[src/rtl/rxm_pkg.sv]
`timescale 1ns/1ps
package rxm_pkg;
  localparam int CHAR_W = 8;
  localparam int REG_W  = 32;
  localparam int MASK_LSB = 8;
  localparam int REF_LSB  = 16;
  localparam int FLAG_LSB = 8;

  typedef struct packed {
    logic              en;
    logic [CHAR_W-1:0] mask;
    logic [CHAR_W-1:0] ref_val;
  } match_ent_t;

  function automatic logic [REG_W-1:0] ent_to_word(match_ent_t e);
    logic [REG_W-1:0] w;
    w = '0;
    w[0] = e.en;
    w[MASK_LSB +: CHAR_W] = e.mask;
    w[REF_LSB  +: CHAR_W] = e.ref_val;
    return w;
  endfunction

  function automatic match_ent_t word_to_ent(logic [REG_W-1:0] w);
    match_ent_t e;
    e.en      = w[0];
    e.mask    = w[MASK_LSB +: CHAR_W];
    e.ref_val = w[REF_LSB  +: CHAR_W];
    return e;
  endfunction
endpackage

[src/rtl/rxm_regs.sv]
`timescale 1ns/1ps
module rxm_regs
  import rxm_pkg::*;
#(
  parameter int N_ENTRIES = 4,
  parameter int AW = 3
) (
  input  logic                          clk_i,
  input  logic                          rst_ni,
  input  logic                          wr_i,
  input  logic [AW-1:0]                 addr_i,
  input  logic [REG_W-1:0]              wdata_i,
  output match_ent_t [N_ENTRIES-1:0]    ents_o,
  output logic                          wake_en_o
);
  localparam logic [AW-1:0] CTRL_ADDR = AW'(N_ENTRIES);

  for (genvar i = 0; i < N_ENTRIES; i++) begin : g_ent
    localparam logic [AW-1:0] ENT_ADDR = AW'(i);
    always_ff @(posedge clk_i or negedge rst_ni) begin
      if (!rst_ni)                         ents_o[i] <= '0;
      else if (wr_i && addr_i == ENT_ADDR) ents_o[i] <= word_to_ent(wdata_i);
    end
  end

  always_ff @(posedge clk_i or negedge rst_ni) begin
    if (!rst_ni)                          wake_en_o <= 1'b0;
    else if (wr_i && addr_i == CTRL_ADDR) wake_en_o <= wdata_i[0];
  end
endmodule

[src/rtl/rxm_compare.sv]
`timescale 1ns/1ps
module rxm_compare
  import rxm_pkg::*;
#(
  parameter int N_ENTRIES = 4
) (
  input  match_ent_t [N_ENTRIES-1:0] ents_i,
  input  logic                       valid_i,
  input  logic [CHAR_W-1:0]          char_i,
  output logic [N_ENTRIES-1:0]       hit_o
);
  for (genvar i = 0; i < N_ENTRIES; i++) begin : g_cmp
    logic [CHAR_W-1:0] diff;
    always_comb begin
      // mask bit 1 = don't care
      diff     = (char_i ^ ents_i[i].ref_val) & ~ents_i[i].mask;
      hit_o[i] = valid_i && ents_i[i].en && (diff == '0);
    end
  end
endmodule

[src/rtl/rxm_status.sv]
`timescale 1ns/1ps
module rxm_status #(
  parameter int N_ENTRIES = 4
) (
  input  logic                 clk_i,
  input  logic                 rst_ni,
  input  logic [N_ENTRIES-1:0] hit_i,
  input  logic                 wake_en_i,
  input  logic                 clear_i,
  input  logic                 clr_wake_i,
  input  logic [N_ENTRIES-1:0] clr_flags_i,
  output logic [N_ENTRIES-1:0] flags_o,
  output logic                 wake_o
);
  logic [N_ENTRIES-1:0] flag_kill;
  logic                 wake_set;

  always_comb begin
    flag_kill = clear_i ? '1 : clr_flags_i;
    wake_set  = wake_en_i && (|hit_i);
  end

  // set beats clear so no hit is lost
  always_ff @(posedge clk_i or negedge rst_ni) begin
    if (!rst_ni) begin
      flags_o <= '0;
      wake_o  <= 1'b0;
    end else begin
      flags_o <= (flags_o & ~flag_kill) | hit_i;
      if (wake_set)                    wake_o <= 1'b1;
      else if (clear_i || clr_wake_i)  wake_o <= 1'b0;
    end
  end
endmodule

[src/rtl/rx_char_wake.sv]
`timescale 1ns/1ps
module rx_char_wake
  import rxm_pkg::*;
#(
  parameter int N_ENTRIES = 4,
  localparam int AW = $clog2(N_ENTRIES + 2)
) (
  input  logic                 clk_i,
  input  logic                 rst_ni,
  input  logic                 rx_valid_i,
  input  logic [7:0]           rx_char_i,
  input  logic                 clear_i,
  input  logic                 reg_wr_i,
  input  logic [AW-1:0]        reg_addr_i,
  input  logic [31:0]          reg_wdata_i,
  output logic [31:0]          reg_rdata_o,
  output logic [N_ENTRIES-1:0] hit_flags_o,
  output logic                 wake_o
);
  localparam logic [AW-1:0] CTRL_ADDR = AW'(N_ENTRIES);
  localparam logic [AW-1:0] STAT_ADDR = AW'(N_ENTRIES + 1);

  match_ent_t [N_ENTRIES-1:0] ents;
  logic                       wake_en;
  logic [N_ENTRIES-1:0]       hit_vec;
  logic                       stat_wr;
  logic                       clr_wake;
  logic [N_ENTRIES-1:0]       clr_flags;

  rxm_regs #(.N_ENTRIES(N_ENTRIES), .AW(AW)) u_regs (
    .clk_i     (clk_i),
    .rst_ni    (rst_ni),
    .wr_i      (reg_wr_i),
    .addr_i    (reg_addr_i),
    .wdata_i   (reg_wdata_i),
    .ents_o    (ents),
    .wake_en_o (wake_en)
  );

  rxm_compare #(.N_ENTRIES(N_ENTRIES)) u_cmp (
    .ents_i  (ents),
    .valid_i (rx_valid_i),
    .char_i  (rx_char_i),
    .hit_o   (hit_vec)
  );

  always_comb begin
    stat_wr   = reg_wr_i && (reg_addr_i == STAT_ADDR);
    clr_wake  = stat_wr && reg_wdata_i[0];
    clr_flags = stat_wr ? reg_wdata_i[FLAG_LSB +: N_ENTRIES] : '0;
  end

  rxm_status #(.N_ENTRIES(N_ENTRIES)) u_stat (
    .clk_i       (clk_i),
    .rst_ni      (rst_ni),
    .hit_i       (hit_vec),
    .wake_en_i   (wake_en),
    .clear_i     (clear_i),
    .clr_wake_i  (clr_wake),
    .clr_flags_i (clr_flags),
    .flags_o     (hit_flags_o),
    .wake_o      (wake_o)
  );

  always_comb begin
    reg_rdata_o = '0;
    for (int i = 0; i < N_ENTRIES; i++) begin
      if (reg_addr_i == AW'(i)) reg_rdata_o = ent_to_word(ents[i]);
    end
    if (reg_addr_i == CTRL_ADDR) reg_rdata_o[0] = wake_en;
    if (reg_addr_i == STAT_ADDR) begin
      reg_rdata_o[0] = wake_o;
      reg_rdata_o[FLAG_LSB +: N_ENTRIES] = hit_flags_o;
    end
  end
endmodule

[config.mk]
export PLATFORM = sky130hd
export DESIGN_NAME = rx_char_wake
export DESIGN_NICKNAME = d
export VERILOG_FILES = /design/src/rtl/rxm_pkg.sv /design/src/rtl/rxm_regs.sv /design/src/rtl/rxm_compare.sv /design/src/rtl/rxm_status.sv /design/src/rtl/rx_char_wake.sv
export SDC_FILE = /design/constraint.sdc
export NUM_CORES = 1
export LEC_CHECK = 0
export BUFFER_PORTS_ARGS = -buffer_cell sky130_fd_sc_hd__buf_2
export CAP_MARGIN = 25
export CORE_ASPECT_RATIO = 1.75
export CORE_MARGIN = 2
export CORE_UTILIZATION = 25
export CTS_BUF_LIST = sky130_fd_sc_hd__clkbuf_4
export CTS_CLUSTER_SIZE = 40
export DETAILED_ROUTE_END_ITERATION = 6
export HOLD_SLACK_MARGIN = 0.03
export SLEW_MARGIN = 25
export SYNTH_ARGS = -nofsm -noshare
export SYNTH_HDL_FRONTEND = slang
export SYNTH_HIERARCHICAL = 1
export SYNTH_SLANG_ARGS = --single-unit
[constraint.sdc]
create_clock -name clk_i -period 1.9 [get_ports clk_i]
set_input_delay 0.095 -clock clk_i [delete_from_list [all_inputs] [get_ports clk_i]]
set_output_delay 0.095 -clock clk_i [all_outputs]
set_load 0.03 [all_outputs]
==> results.tsv <==
metric	value	unit
status	finished, final reports clean	
rsz0062_at_grt	false	
syn_area	4120	sq um
yosys_warnings	6	
max-cap-violations	0	
drt_iter0_markers	74	
cp_top_family	compound AO/OA/AOI/OAI gates	
hold_viol_final	0	
cts_root_buf	clkbuf_4	
antenna_found_initial	3	
seq_area_frac_synth	45.0	%
netlist_instances	311	
io_buffers	54	
vias_per_cell	4.76	
critPathBufInv	0	
globalplace.congestion	0.831	
tns	0	ns
criticalPathCategory	reg -> reg	
skew	0.0159	ns
fp.dieH	174	microns
worstMarginPinSlew	0.624	ns
dr.pass1.iters	4	
io_pins	85	
arrival	2.17	ns
fmax	0.555	GHz
cts.path.max_buffers	2	
ys_ff_latch	74	
slew_headroom	58.4	%
start_util	25.3	%
postCtsHoldBufs	19	
cts_htree_levels	3	
routed_wl	10900	microns
critPathLaunch	u_regs/ents_o[24]$_DFFE_PN0P_	
post-cts-setup-buffer-count	0	
cp_slowest_cell	dfrtp_1	
crit_path_end_kind	register	
final-instance-count-excl-fill	588	
critPathMaxStageDelay	0.42	ns
synth_compound_area_share	6.26	%
die_w	101	microns
cts-resized-gates	0	
hold_class	in -> reg	
setup_slack	0.0996	ns
grt_pass1_wl	16600	microns
synth_area_leaders	dfrtp_1 45%, mux2_2 19%, xnor2_1 6.8%	
synth_edf_count	0	
antenna_left	0	
power	4680	uW
drc	0	
synth.distinct_cells	35	
coreArea	16300	sq um
drive_gt1_share	44.9	%
synth-xor-area-share	6.81	%
clock_latency	0.43	ns
grt_pass1_vias	3087	
syn_avg_cell_area	13.2	sq um
ys.flop_type	dfrtp_1	
cp_cell_sequence	xnor2_1 -> o22ai_1 -> nor4_1 -> o2111a_1 -> o41ai_2 -> o21ai_1	
detail_route.wl_per_cell	18.5	microns
row_count	62	
synth_top_area_cell	dfrtp_1	
synthMuxAreaShare	27.5	%
die-area	17500	sq um
ys_async_sr_fraction	100	%
clk_pin_slew	0.13	ns
syn2layout_area_growth	19.2	%
worst_hold_slack	0.125	ns
ir_worst_vdd	0.260	mV
final.period_utilization	94.8	%
synth_top_family_by_area	multiplexers	
synth.top_cell.area_share	45.0	%
cp_data_required_time	2.27	ns
tritoncts	yes	
vias	2800	
min_from	rx_valid_i	
synthSimpleGateAreaFrac	7.54	%
start_kind	register	
grt_usage	12.7	%
setup_viol	0	
nFillCells	1651	
p_leak	0.00213	uW
finalCriticalPeriod	1.80	ns
synthMostInstantiatedCell	dfrtp_1	
nets	437	
cts_buffers	9	
cp_max_fo	3	
p_per_area	954	nW/um^2
synth_fa_ha_area_share	0	%
place_ws	0.176	ns
grt_max_degree	75	
dp_hpwl	8240	microns
synth_common_cells	74 x dfrtp_1, 71 x mux2_2, 32 x xnor2_1	
dp.cells	551	
cts_sinks	74	
rr_startpoint	u_regs/ents_o[24]$_DFFE_PN0P_	
overflow	0	
finalMaxSlewViolations	0	
-- kinds of logic (layout without fill, tap and decap cells) --
group | Yosys count | after routing
AOI/OAI and AO/OA | 32 | 32
DFF | 74 | 74
other | 1 | 17
muxes | 89 | 89
and+or+nand+nor | 46 | 46
xor gates and xnor gates | 32 | 32
buffers and inverters | 37 | 106
-- final timing paths --
kind	slack [ns]	depth (start not counted)	to
setup / recovery	0.1	6	u_stat/wake_o$_DFFE_PN0P_
hold / removal	0.13	3	u_stat/flags_o[1]$_DFF_PN0_
setup reg to reg	0.1	6	u_stat/wake_o$_DFFE_PN0P_
hold reg to reg	0.53	1	u_stat/flags_o[2]$_DFF_PN0_
max in group asynchronous	1.34	3	u_regs/ents_o[13]$_DFFE_PN0P_
min in group asynchronous	0.22	3	u_regs/ents_o[15]$_DFFE_PN0P_
-- power by group --
group          switching [uW]  total (uW)  internal [uW]
Combinational             694        1410            721
Sequential                296        2210           1910
Clock                     541        1060            519
-- state kept, by name, indices dropped and copies added (netlist names) --
register	count
u_stat/wake_o	1
u_regs/wake_en_o	1
u_regs/ents_o	68
u_stat/flags_o	4
-- layout make-up --
class                           instances  area [sq um]  share of cell area [%]
Multi-Input combinational cell        214          2030                    41.5
Sequential cell                        74          1850                    37.8
Timing Repair Buffer                   89           618                    12.6
Tap cell                              192           240                    4.90
Clock inverter                          7          83.8                    1.71
Clock buffer                            9          67.6                    1.38
Antenna cell                            2          5.00                   0.102
Inverter                                1          3.75                  0.0765
-- worst min-delay path, delay by kind of cell --
| family | cells | cell delay [ns] |
|---|---|---|
| AOI/OAI and AO/OA | 2 | 0.30 |
| buffers and inverters | 1 | 0.13 |
-- stage by stage --
step / cell area (sq um) / utilization, %
4_1_cts: 4900 / 30.1
6_report: 4900 / 30.1
5_1_grt: 4900 / 30.1
2_1_floorplan: 4170 / -
3_5_place_dp: 4560 / 28.0
3_3_place_gp: 4560 / 28.0
-- layout by cell type (no fill, tap or decap), drive strengths merged, types with 2 or more instances in the layout --
cell          n
a31o          2
o2111a        4
o32ai         2
nand2b        2
dfrtp        74
and2          5
diode         2
bufinv        2
dlygate4sd3  19
a21o          4
o22ai        12
mux2         71
conb         15
and3          3
nor3          2
a22o          2
nor2          8
nor4          4
nor2b        15
mux4         12
clkinv        4
clkbuf        9
xnor2        32
buf          70
nand2         2
a211o         2
and4bb        3
mux2i         6
-- metal layers --
| metal | share of wire (%) | routed length, microns | vias up | global-route usage, % |
|---|---|---|---|---|
| met4 | 3.9 | 425 | 2 | 6.87 |
| met5 | 0.10 | 11 | - | 0 |
| met3 | 3.5 | 386 | 25 | 2.86 |
| met1 | 38 | 4150 | 1426 | 13.5 |
| li1 | - | - | 1260 | - |
| met2 | 54 | 5920 | 87 | 22.6 |
No activity file was read; power rests on OpenSTA's default activity.
